$ cat src/rtl/deser_lock_ctrl.sv
module deser_lock_ctrl #(
  parameter int REF_WAIT = 2048,
  parameter int HOLD_MIN = 2
) (
  input  logic clk,
  input  logic rst_n,
  input  logic pwr_on,
  input  logic out_en,
  input  logic strobe_rise,
  input  logic framed,
  input  logic edge_miss,
  input  logic ref_tick,
  output logic lock_n,
  output logic data_valid,
  output logic clk_remote,
  output logic dout_oe,
  output logic rclk_oe,
  output logic lock_oe,
  output logic strobe_pol
);

  localparam int WCW = $clog2(REF_WAIT + 1);
  localparam int HCW = $clog2(HOLD_MIN + 1);

  typedef enum logic [2:0] {S_OFF, S_WAIT, S_ACQ, S_LOCK, S_HOLD} st_t;

  st_t            st;
  logic [WCW-1:0] wcnt;
  logic [HCW-1:0] hcnt;
  logic           seen;

  always_ff @(posedge clk or negedge rst_n) begin
    if (!rst_n) begin
      st   <= S_OFF;
      wcnt <= '0;
      hcnt <= '0;
      seen <= 1'b0;
    end else if (!pwr_on) begin
      st   <= S_OFF;
      wcnt <= '0;
      hcnt <= '0;
      seen <= 1'b0;
    end else begin
      case (st)
        S_OFF: begin
          st   <= S_WAIT;
          wcnt <= '0;
        end
        S_WAIT: if (ref_tick) begin
          if (wcnt == WCW'(REF_WAIT - 1)) st <= S_ACQ;
          else wcnt <= wcnt + 1'b1;
        end
        S_ACQ: if (framed) begin
          st   <= S_LOCK;
          seen <= 1'b0;
        end
        S_LOCK: begin
          if (edge_miss) begin
            st   <= S_HOLD;
            hcnt <= '0;
            seen <= 1'b0;
          end else begin
            seen <= 1'b1;
          end
        end
        S_HOLD: begin
          if (hcnt == HCW'(HOLD_MIN - 1)) begin
            st   <= framed ? S_LOCK : S_ACQ;
            seen <= 1'b0;
          end else begin
            hcnt <= hcnt + 1'b1;
          end
        end
        default: st <= S_OFF;
      endcase
    end
  end

  logic drv_live;
  assign drv_live   = (st == S_ACQ) || (st == S_LOCK) || (st == S_HOLD);
  assign lock_n     = (st != S_LOCK);
  assign clk_remote = (st == S_LOCK);
  assign data_valid = (st == S_LOCK) && seen;
  assign lock_oe    = (st != S_OFF);
  assign dout_oe    = drv_live && out_en;
  assign rclk_oe    = drv_live && out_en;
  assign strobe_pol = strobe_rise;

  a_r1_off_quiet: assert property (@(posedge clk) disable iff (!rst_n)
    !$past(pwr_on) |-> (!dout_oe && !rclk_oe && !lock_oe && !data_valid));

  a_r4_frame_locks: assert property (@(posedge clk) disable iff (!rst_n)
    (st == S_ACQ && framed && pwr_on) |=> (!lock_n && clk_remote));

  a_r5_first_edge_invalid: assert property (@(posedge clk) disable iff (!rst_n)
    $fell(lock_n) |-> !data_valid);

  a_r5_valid_needs_lock: assert property (@(posedge clk) disable iff (!rst_n)
    data_valid |-> (!lock_n && clk_remote));

  a_r8_lock_pad_stays: assert property (@(posedge clk) disable iff (!rst_n)
    (dout_oe || rclk_oe) |-> lock_oe);

  generate
    if (HOLD_MIN >= 2) begin : g_hold_chk
      a_r6_hold_two: assert property (@(posedge clk) disable iff (!rst_n)
        $rose(lock_n) |=> lock_n);
    end
  endgenerate

endmodule

$ cat config.mk
export PLATFORM = sky130hd
export DESIGN_NAME = deser_lock_ctrl
export DESIGN_NICKNAME = d
export VERILOG_FILES = /design/src/rtl/deser_lock_ctrl.sv
export SDC_FILE = /design/constraint.sdc
export NUM_CORES = 1
export LEC_CHECK = 0
export BUFFER_PORTS_ARGS = -buffer_cell sky130_fd_sc_hd__buf_2
export CORE_UTILIZATION = 49
export CTS_CLUSTER_SIZE = 10
export DETAILED_ROUTE_END_ITERATION = 10
export GPL_ROUTABILITY_DRIVEN = 0
export GPL_TIMING_DRIVEN = 0
export PLACE_DENSITY = 0.69
export SETUP_SLACK_MARGIN = 0.02
export SYNTH_ARGS = -nofsm -noshare
export SYNTH_HDL_FRONTEND = slang
export SYNTH_SLANG_ARGS = --single-unit
$ cat constraint.sdc
create_clock -name clk -period 1.8 [get_ports clk]
set_input_delay 0.09 -clock clk [delete_from_list [all_inputs] [get_ports clk]]
set_output_delay 0.09 -clock clk [all_outputs]
set_load 0.01 [all_outputs]
# Word level (Yosys, flattened, before mapping)
# Cells that the tools add are included.
[op_classes] n_eq_ne=17 reduce_logical=10 addsub=2 mux=21
[op_table] cell="12-bit 2-to-1 mux" n=3
[op_table] cell="12-bit case mux with 2 select lines" n=1
[op_table] cell="3-bit != test, second input constant" n=7
[op_table] cell="3-bit 2-to-1 mux" n=6
[op_table] cell="3-bit case mux with 5 select lines" n=1
[op_table] cell="12-bit by 1-bit adder with 12-bit output, second input constant" n=1
[op_table] cell="12-bit by 11-bit == test with 1-bit output, second input constant" n=1
[op_table] cell="3-bit AND reduction" n=3
[op_table] cell="3-bit by 2-bit == test with 1-bit output, second input constant" n=2
[op_table] cell="2-bit 2-to-1 mux" n=3
[op_table] cell="3-bit by 1-bit != test with 1-bit output, second input constant" n=2
[op_table] cell="1-bit 2-to-1 mux" n=5
[op_table] cell="5-bit AND reduction" n=1
[op_table] cell="4-bit by 1-bit != test with 1-bit output, second input constant" n=1
[op_table] cell="2-bit case mux with 2 select lines" n=1
[op_table] cell="3-bit by 1-bit == test with 1-bit output, second input constant" n=1
[op_table] cell="3-bit == test, second input constant" n=1
[op_table] cell="3-bit zero test" n=1
[op_table] cell="3-bit by 2-bit != test with 1-bit output, second input constant" n=1
[op_table] cell="1-bit case mux with 3 select lines" n=1
[op_table] cell="3-bit nonzero test" n=1
[op_table] cell="2-bit by 1-bit adder with 2-bit output, second input constant" n=1
[op_table] cell="2-bit by 1-bit == test with 1-bit output, second input constant" n=1
[op_table] cell="1-bit logical AND" n=2
[op_table] cell="1-bit logical OR" n=2
[totals] reg_bits=18 word_cells=54

# Depth between registers and ports, before layout
# Gate-level depths: netlist of the first run.
[logic_depth] word_depth=5 mapped_depth=7 ltp_nobuf=6

# Worst setup path before layout of the first run
# Ideal clock, no wire load.
[synth_path] kind="reg-to-reg" start="register hcnt[0]" end="register hcnt[0]" period_less_slack_ps=1547 t_arrival_ps=1425 path_stages_with_launch=6 n_path_buf=0 slack_ps=253 cell_sequence="dfrtp_1 > ha_1 > or4b_4 > a21boi_1 > a21oi_1 > nor2_1"
[synth_between] elab_chain_cells=4 elab_cells_between_ends=7 classes_between="add/sub: 1; eq/ne: 2; mux: 3; reduce/logical: 1"
[synth_rtl] item="start, declared" line="29" text="logic [HCW-1:0] hcnt;"
[synth_rtl] item="start signal, assigned" line="71" text="hcnt <= hcnt + 1'b1;"
[synth_rtl] item="2-bit by 1-bit adder with 2-bit output" line="71"
[synth_rtl] item="2-bit 2-to-1 mux" line="67" text="if (hcnt == HCW'(HOLD_MIN - 1)) begin"
[synth_rtl] item="2-bit case mux with 2 select lines" line="44" text="case (st)"
[synth_rtl] item="2-bit 2-to-1 mux" line="38" text="end else if (!pwr_on) begin"
# Parallel ways exist; a longest one is shown, timed or not. The select of a mux whose other input is x is not followed.
# A chain may end at the register's enable or synchronous reset.

# Worst setup path in the final report of the first run
[layout_path] start="register wcnt[0]" end="register wcnt[10]"
[layout_between] elab_chain_cells=5 elab_cells_between_ends=8 classes_between="add/sub: 1; eq/ne: 2; mux: 4; reduce/logical: 1"
[layout_rtl] item="start, declared" line="28" text="logic [WCW-1:0] wcnt;"
[layout_rtl] item="start signal, assigned" line="51" text="else wcnt <= wcnt + 1'b1;"
[layout_rtl] item="12-bit by 1-bit adder with 12-bit output" line="51"
[layout_rtl] item="12-bit 2-to-1 mux" line="50" text="if (wcnt == WCW'(REF_WAIT - 1)) st <= S_ACQ;"
[layout_rtl] item="12-bit 2-to-1 mux" line="49" text="S_WAIT: if (ref_tick) begin"
[layout_rtl] item="12-bit case mux with 2 select lines" line="44"
[layout_rtl] item="12-bit 2-to-1 mux" line="38"
# Parallel ways exist; a longest one is shown, timed or not. The select of a mux whose other input is x is not followed.

==> impl_results.md, run 1 <==
* Via count at 1114
* Clk root buf: clkbuf_4
* Worst EP required at 1.98 ns
* Syn Inst Count at 136
* N_diodes at 0
* Hold Vio Cnt, Final at 0
* CTS tree: yes
* Max Freq at 593 MHz
* Critical path type: flop to flop
* Synthesized area at 1240 sq um
* Detailed router's first-iteration violation count at 33
* Setup violators final at 0
* Cell internal pwr at 0.548 mW
* Status: finished clean
* Final Core Density at 60.3%
* Layout cells sized above 1 at 23.4%
* Largest net degree at the start of global routing at 19
* Io pins at 15
* Startpoint types: flop
* Worst Hold Class: input pin to flop
* Power share of the clock group at 26.8%
* Max IR drop VDD at 486 uV
* Area leader, netlist: dfrtp_1
* Post-synth top cells: 18 x dfrtp_1, 9 x a21oi_1, 9 x nor2_1, 9 x o31ai_1, 8 x o21ai_1
* Total power at 0.778 mW
* Slew Limit Fails at 0
* FP Rows at 17
* Max cap viols at 0
* GRT Overall Usage at 23.9%
* Initial antenna violation count at 0
* Final cycle utilization of the critical path at 93.7%
* Final ANT Viol Nets at 0
* HP Start: ref_tick
* Skew-Pair Late Insertion Delay at 0.29 ns
* Cells on worst reg2reg path at 6
* PwrDens at 561 nW/um^2
* Wire per inst at 15.5 um
* Initial core utilization at 53.8%
* Syn_nets at 146
* Hold WS at 0.0813 ns
* Dpl hpwl at 2060 um
* Syn Area/Cell at 9.09 sq um
* Seq pwr share at 54.0%
* Clk_skew at 0.00185 ns
* First-pass GRT wire length at 4770 um
* Gate power share at 19.1%
* Cell Count Post-Placement at 177
* Total Die Area at 2730 sq um
* DRT Wirelength at 2830 um
* Synth top area cells: dfrtp_1 36%, o31ai_1 5.5%, a21oi_1 3.6%, buf_6 3.6%, nand4_1 3.5%
* Top_reg_cell synth: dfrtp_1
* Clock Pin Slew Worst Setup and Hold Paths at 0.11 ns
* CORE AREA at 2300 sq um
* CTS Buf Count at 3
* EDFF count, synth at 0
* Via density at 6.12
* Cells on Worst Hold Path at 3
* Area grow syn2layout at 12.0%
* Nets at 166
* Sequential element share of the synthesized area at 36.4%
* Cell with the most instances after synthesis: dfrtp_1
* RSZ-0062 raised after global routing: no
* Warnings, synthesis at 0
* TNS Setup at 0 ns
* Rel. slew slack at 71.3%
* Leakage dissipation at 0.634 nW
* Overflow after GRT at 0
* # DRC at 0
* Switching Share at 29.6%
* Clock Tree Buf Depth at 2
* CP Max Fanout at 5
* Worst path arrival time at 1.87 ns
* Yosys cell types at 44
* Drt pass-1 iters at 4
* Fin cells at 182
* Top cell type's share of synthesized area at 36.4%
* H-tree depth at 1
* Seq cells post-synth at 18
* Sink Count at 18
* Worst Setup SP: wcnt[0]
* CP Capture Type: flop
* Tightest Pin Transition at 0.431 ns
* Reg-to-reg startpoint: wcnt[0]
* Minimum clock period at 1.69 ns
* Die Ht at 52.2 um
* Die width at 52.2 um
* I/O Buffers at 13
* Synth async-reset ratio at 100%
* Psw at 0.230 mW
* Vias in the first global route at 1030
==> cell type report <==
| class | instances | area (sq um) |
|---|---|---|
| well taps | 28 | 35.0 |
| plain buffers | 13 | 95.1 |
| clock buffers | 3 | 22.5 |
| multi-input cells | 100 | 681 |
| flip-flops and latches | 18 | 450 |
| fillers | 199 | 912 |
| repair buffers | 15 | 82.6 |
| inverters | 5 | 18.8 |
==> per-stage QoR <==
step                worst slack, ns  cell area, sq um
finish                        0.113              1390
global route                 0.0450              1390
CTS                          0.0271              1370
detailed placement           0.0544              1340
global placement              0.119              1340
floorplan                     0.253              1240
==> power groups by stage <==
stage | logic [mW] | registers, mW | clock network, mW
2_1_floorplan | 0.0993 | 0.427 | 0
6_report | 0.149 | 0.420 | 0.209
5_1_grt | 0.168 | 0.422 | 0.227
4_1_cts | 0.147 | 0.420 | 0.210
3_5_place_dp | 0.145 | 0.428 | 0
3_3_place_gp | 0.143 | 0.428 | 0
==> cell families after synthesis <==
kind of cell | count (synthesis) | synth area share (%)
and+or+nand+nor | 54 | 27.9
AOI/OAI and AO/OA | 41 | 22.0
buffers and inverters | 18 | 9.21
DFF | 18 | 36.4
muxes | 3 | 2.43
adders and majority gates | 2 | 2.02
==> timing repair <==
action | CTS | global route
setup endpoints to repair | 0 | 12
gates resized for setup | 0 | 2
hold endpoints to repair | 18 | 0
setup buffers | 0 | 1
hold buffers | 1 | 0
==> worst paths after layout <==
| path | endpoint | slack [ns] |
|---|---|---|
| max | wcnt[10] | 0.11 |
| min in group asynchronous | wcnt[9] | 0.25 |
| min | wcnt[6] | 0.08 |
| min reg2reg | wcnt[11] | 0.49 |
| max in group asynchronous | wcnt[1] | 1.25 |
| max reg2reg | wcnt[10] | 0.11 |
==> state kept, by name, summed over array words and instances (netlist names) <==
name  count
wcnt     12
seen      1
hcnt      2
st        3
==> critical path: stages (launching register included) <==
cell	delay (ns)
dfrtp_1	0.41
ha_1	0.24
nand3_2	0.17
nor4_4	0.35
buf_4	0.19
nand4bb_1	0.12
o211ai_1	0.09
==> placed cells by master, fill, tap and decap left out, types with 5 or more instances in the layout <==
cell      n
a21oi_1   8
buf_2    17
dfrtp_1  18
inv_1     5
nand2_1   7
nand3_1   5
nand4_1   7
nor2_1    9
o21ai_1   8
o31ai_1   9
==> metal layers <==
| layer | global-route usage (%) | up-vias | routed length [um] |
|---|---|---|---|
| met5 | 0 | - | 0 |
| met4 | 5.70 | 0 | 16 |
| met2 | 40.0 | 25 | 1360 |
| met1 | 31.6 | 539 | 1320 |
| li1 | - | 548 | - |
| met3 | 4.64 | 2 | 131 |
Power figures use the tool's default switching activity.
==> run 2: changes to the inputs <==
--- a/config.mk
+++ b/config.mk
@@ -13,2 +13,3 @@
 export GPL_TIMING_DRIVEN = 0
+export MAX_ROUTING_LAYER = met4
 export PLACE_DENSITY = 0.69
==> constraint.sdc (replaced) <==
create_clock -name clk -period 1.8 [get_ports clk]
set_input_delay 0.36 -clock clk [delete_from_list [all_inputs] [get_ports clk]]
set_output_delay 0.36 -clock clk [all_outputs]
set_load 0.02 [all_outputs]
==> impl_results.md, run 2 (synthesis results as in run 1) <==
* Status: finished clean
* Hold WS at 0.359 ns (+0.278 ns)
* Cell Count Post-Placement at 177 (unchanged)
* Rel. slew slack at 70.7% (-0.55 points)
* Worst EP required at 1.44 ns (-0.54 ns)
* Largest net degree at the start of global routing at 19 (unchanged)
* Max IR drop VDD at 500 uV (+2.9%)
* DRT Wirelength at 2970 um (+4.8%)
* Max cap viols at 0 (unchanged)
* Max reg flops at 12 (unchanged)
* H-tree depth at 1 (unchanged)
* Setup violators final at 0 (unchanged)
* Critical path cell sequence: buf_6, and3b_2, and2_1, buf_4
* Switching Share at 29.8% (+0.18 points)
* Final cycle utilization of the critical path at 95.6% (+1.9 points)
* Commonest non-fill, non-tap cell in the layout: dfrtp_1
* CP Max Fanout at 7 (+2)
* Total Die Area at 2730 sq um (unchanged)
* Cell internal pwr at 0.566 mW (+3.3%)
* Detailed router's first-iteration violation count at 42 (+27%)
* Minimum clock period at 1.72 ns (+0.0336 ns)
* Worst Setup SP: st[1]
* # DRC at 0 (unchanged)
* I/O Buffers at 13 (unchanged)
* Worst path slowest cell: dfrtp_1
* Initial antenna violation count at 0 (unchanged)
* Die Ht at 52.2 um (unchanged)
* TNS Setup at 0 ns (unchanged)
* Worst Setup EP: data_valid
* Final Core Density at 64.5% (+4.2 points)
* Reg2Reg Setup Slack at 0.11 ns (about the same)
* Clk root buf: clkbuf_4
* Reg-to-reg startpoint: st[1]
* Io pins at 15 (unchanged)
* Leakage dissipation at 0.667 nW (+5.1%)
* Via count at 1152 (+3.4%)
* Via density at 6.10 (-0.42%)
* Biggest regs: wcnt (12), st (3), hcnt (2)
* Overflow after GRT at 0 (unchanged)
* PwrDens at 544 nW/um^2 (-3.2%)
* Power share of the clock group at 25.4% (-1.4 points)
* CTS Buf Count at 3 (unchanged)
* Worst path arrival time at 1.36 ns (-0.51 ns)
* Most frequent cells in the layout: 18 x dfrtp_1, 14 x buf_2, 11 x buf_4
* Startpoint types: flop
* Seq pwr share at 52.3% (-1.7 points)
* Vias in the first global route at 1062 (+3.1%)
* RSZ-0062 raised after global routing: no
* Final worst slack at 0.0790 ns (-0.0336 ns)
* Area grow syn2layout at 19.8%
* Tightest Pin Transition at 0.439 ns (+0.00832 ns)
* Clock Pin Slew Worst Setup and Hold Paths at 0.10 ns (about the same)
* Nets at 173 (+4.2%)
* Slowest stage delay, CP at 0.40 ns (about the same)
* Initial core utilization at 53.8% (unchanged)
* Drt pass-1 iters at 4 (unchanged)
* Worst Hold Class: input pin to flop
* Fin cells at 189 (+3.8%)
* Skew-Pair Late Insertion Delay at 0.29 ns (about the same)
* Clock Tree Buf Depth at 2 (unchanged)
* Cells on worst reg2reg path at 6 (unchanged)
* Critical path type: flop to output port
* Biggest register: wcnt
* Layout cells sized above 1 at 29.8% (+6.4 points)
* Sink Count at 18 (unchanged)
* CP Capture Type: output port
* CTS tree: yes
* HP Start: ref_tick
* Die width at 52.2 um (unchanged)
* Dpl hpwl at 2060 um (unchanged)
* CORE AREA at 2300 sq um (unchanged)
* Clk_skew at 0.00903 ns (+0.00719 ns)
* R2R Path End: hcnt[0]
* GRT Overall Usage at 25.3% (+1.4 points)
* Max Freq at 581 MHz (-2.0%)
* DP Worst Slack at 0.0544 ns (unchanged)
* Hold Vio Cnt, Final at 0 (unchanged)
* Gate power share at 22.3% (+3.2 points)
* Slew Limit Fails at 0 (unchanged)
* N_diodes at 0 (unchanged)
* Psw at 0.240 mW (+4.2%)
* FP Rows at 17 (unchanged)
* Final ANT Viol Nets at 0 (unchanged)
* Wire per inst at 15.7 um (+0.92%)
* First-pass GRT wire length at 4930 um (+3.3%)
## run 2: worst min-delay path by stage
stage               end  slack (ns)  depth (start not counted)
6_report        wcnt[6]        0.36                          3
5_1_grt           st[1]        0.35                          3
4_1_cts           st[1]        0.35                          3
3_5_place_dp   wcnt[11]        0.32                          1
3_3_place_gp    wcnt[9]        0.31                          1
2_1_floorplan   hcnt[0]        0.06                          0
## run 2: timing repair
action	in CTS	in global routing
pin swaps	2	4
gates cloned	1	0
endpoints found under the setup margin	2	15
buffers inserted	6	2
endpoints found under the hold margin	11	0
gates resized for setup	6	9
hold buffers	1	0
## run 2: critical path, delay by kind of cell (launching register included)
| kind | cells | cell delay (ns) |
|---|---|---|
| buffers and inverters | 2 | 0.29 |
| flip-flops | 1 | 0.40 |
| AND/OR/NAND/NOR | 2 | 0.38 |
## run 2: routing by layer
metal	part of all wire, %	track usage, %
met1	45	32.7
met2	49	41.5
met3	5.0	4.64
met4	0.57	5.70
met5	0	-
## run 2: final cells by class
cell class	instances	area [sq um]
Tap cell	28	35.0
Buffer	12	93.8
Timing Repair Buffer	23	155
Fill cell	191	816
Sequential cell	18	450
Clock buffer	3	22.5
Inverter	5	18.8
Multi-Input combinational cell	100	706
## run 2: power by group through the flow
stage | clock network [mW] | registers [mW] | logic [mW]
after global routing | 0.227 | 0.423 | 0.201
final | 0.205 | 0.421 | 0.180
after CTS | 0.210 | 0.420 | 0.166
after global placement | 0 | 0.428 | 0.148
after floorplan | 0 | 0.427 | 0.104
after detailed placement | 0 | 0.428 | 0.150
## run 2: through the flow
stage                     instance area (sq um)  power, mW
final                                      1480      0.805
after global placement                     1340      0.576
after CTS                                  1430      0.795
after floorplan                            1240      0.531
after detailed placement                   1340      0.578
after global routing                       1480      0.851
==> run 3: changes to the inputs <==
CORE_ASPECT_RATIO = 0.9   (was unset)
==> impl_results.md, run 3 (synthesis results as in run 1) <==
* Clk root buf: clkbuf_4
* Met3 wire length at 167 um (+14%)
* Hold Vio Cnt, Final at 0 (unchanged)
* Critical path type: flop to output port
* CP Capture Type: output port
* Io pins at 15 (unchanged)
* Largest net degree at the start of global routing at 19 (unchanged)
* CORE AREA at 2280 sq um (-0.65%)
* Top Layer Used: met4
* I/O Buffers at 13 (unchanged)
* Final cycle utilization of the critical path at 97.9% (+2.3 points)
* CP top delay family: flip-flops
* Final Core Density at 65.5% (+0.97 points)
* Area grow syn2layout at 20.8%
* Initial antenna violation count at 0 (unchanged)
* # DRC at 0 (unchanged)
* CTS Buf Count at 3 (unchanged)
* Total Die Area at 2730 sq um (about the same)
* Worst Setup SP: st[2]
* Wire per inst at 16.3 um (+4.0%)
* Slowest stage delay, CP at 0.40 ns (about the same)
* Commonest non-fill, non-tap cell in the layout: dfrtp_1
* Max Freq at 568 MHz (-2.3%)
* Status: finished clean
* Worst Setup EP: rclk_oe
* Layout fillers at 183 (-4.2%)
* H-tree depth at 1 (unchanged)
* Clock Tree Buf Depth at 2 (unchanged)
* PwrDens at 541 nW/um^2 (-0.40%)
* N_diodes at 0 (unchanged)
* Cells on Worst Hold Path at 3 (unchanged)
* Most frequent CP cell: buf_6
* Levels on crit path at 5 (+1)
* Biggest register: wcnt
* Max IR drop VDD at 528 uV (+5.6%)
* Worst path arrival time at 1.40 ns (+0.04 ns)
* Initial core utilization at 54.2% (+0.35 points)
* GRT Overall Usage at 24.9% (-0.42 points)
* First-pass GRT wire length at 4740 um (-3.9%)
* Slew Limit Fails at 0 (unchanged)
* Via density at 6.23 (+2.2%)
* Biggest regs: wcnt (12), st (3), hcnt (2)
* Worst EP required at 1.44 ns (about the same)
* Reg2Reg Setup Slack at 0.07 ns (-0.04 ns)
* Via count at 1183 (+2.7%)
* Setup violators final at 0 (unchanged)
* Most frequent cells in the layout: 18 x dfrtp_1, 14 x buf_2, 12 x buf_4
* DRT Wirelength at 3100 um (+4.6%)
* HP Start: ref_tick
* Total power at 0.809 mW (+0.44%)
* Tightest Pin Transition at 0.421 ns (-0.0183 ns)
* Layout cells sized above 1 at 29.4% (-0.37 points)
* Worst Hold Class: input pin to flop
* Die Ht at 49.7 um (-4.9%)
* Worst path slowest cell: dfrtp_1
* CP bufs+invs at 3 (+1)
* Die width at 54.9 um (+5.2%)
* Nets at 175 (+1.2%)
* Sink Count at 18 (unchanged)
* Final ANT Viol Nets at 0 (unchanged)
* Cells on worst reg2reg path at 6 (unchanged)
* Clock Pin Slew Worst Setup and Hold Paths at 0.10 ns (about the same)
* Skew-Pair Late Insertion Delay at 0.29 ns (about the same)
* Vias in the first global route at 1042 (-1.9%)
* CTS tree: yes
* TNS Setup at 0 ns (unchanged)
* R2R Path End: st[0]
* Critical path cell sequence: buf_6, nor3b_4, o21a_1, buf_4, buf_6
* Max reg flops at 12 (unchanged)
* FP Rows at 16 (-1)
* Detailed router's first-iteration violation count at 42 (unchanged)
* Minimum clock period at 1.76 ns (+0.0409 ns)
* Reg-to-reg startpoint: wcnt[0]
* Clk_skew at 0.00521 ns (-0.00383 ns)
* WL met1 at 1450 um (+7.6%)
* Leakage dissipation at 0.687 nW (+3.1%)
* Max cap viols at 0 (unchanged)
* CP Max Fanout at 7 (unchanged)
* Drt pass-1 iters at 4 (unchanged)
* RSZ-0062 raised after global routing: yes
* Startpoint types: flop
* Dpl hpwl at 1980 um (-3.8%)
* Rel. slew slack at 71.9% (+1.2 points)
* Overflow after GRT at 0 (unchanged)
* Detail Route met2 WL at 1460 um (+0.76%)
## run 3: changes by cell type in the layout (fill, tap and decap cells not counted), sizes merged
cell / before / now
buf: 32 / 34
## run 3: worst min path at each step
| stage | end | slack [ns] |
|---|---|---|
| 3_5_place_dp | st[2] | 0.32 |
| 2_1_floorplan | hcnt[0] | 0.06 |
| 6_report | wcnt[6] | 0.35 |
| 4_1_cts | wcnt[6] | 0.34 |
| 5_1_grt | st[1] | 0.36 |
| 3_3_place_gp | st[2] | 0.31 |
## run 3: worst min-delay path: cells and delay by family
kind / cells / cell delay (ns)
buf+inv: 1 / 0.12
compound gates: 1 / 0.06
simple gates: 1 / 0.08
## run 3: final cells by class
cell class	instances	area, sq um	share of cell area (%)
buffer	13	105	7.04
tap	27	33.8	2.26
sequential	18	450	30.2
inverter	5	18.8	1.26
timing repair buffer	24	163	10.9
clock buffer	3	22.5	1.51
multi-input combinational	100	701	46.9
## run 3: per-stage QoR
stage | worst slack (ns) | instances | hold slack [ns] | area (sq um)
6_report | 0.0381 | 190 | 0.352 | 1490
3_5_place_dp | 0.0673 | 176 | 0.317 | 1340
5_1_grt | -0.0413 | 190 | 0.356 | 1490
2_1_floorplan | 0.248 | 136 | 0.0644 | 1240
4_1_cts | 0.0204 | 187 | 0.344 | 1450
3_3_place_gp | 0.116 | 176 | 0.311 | 1340
## run 3: metal layers
metal,GRT usage [%],up-vias
li1,-,564
met1,34.8,581
met2,36.5,34
met3,6.48,4
met4,4.17,0
met5,-,-
## run 3: where the power goes
group | switching, mW | internal (mW)
registers | 0.00860 | 0.413
clock network | 0.125 | 0.0779
logic | 0.107 | 0.0770
total | 0.241 | 0.568
## run 3: what timing repair did
item	4_1_cts	5_1_grt
hold buffers	1	0
setup endpoints to repair	3	17
resized for setup	7	7
endpoints found under the hold margin	18	0
setup buffers	7	3
pin swaps	2	4
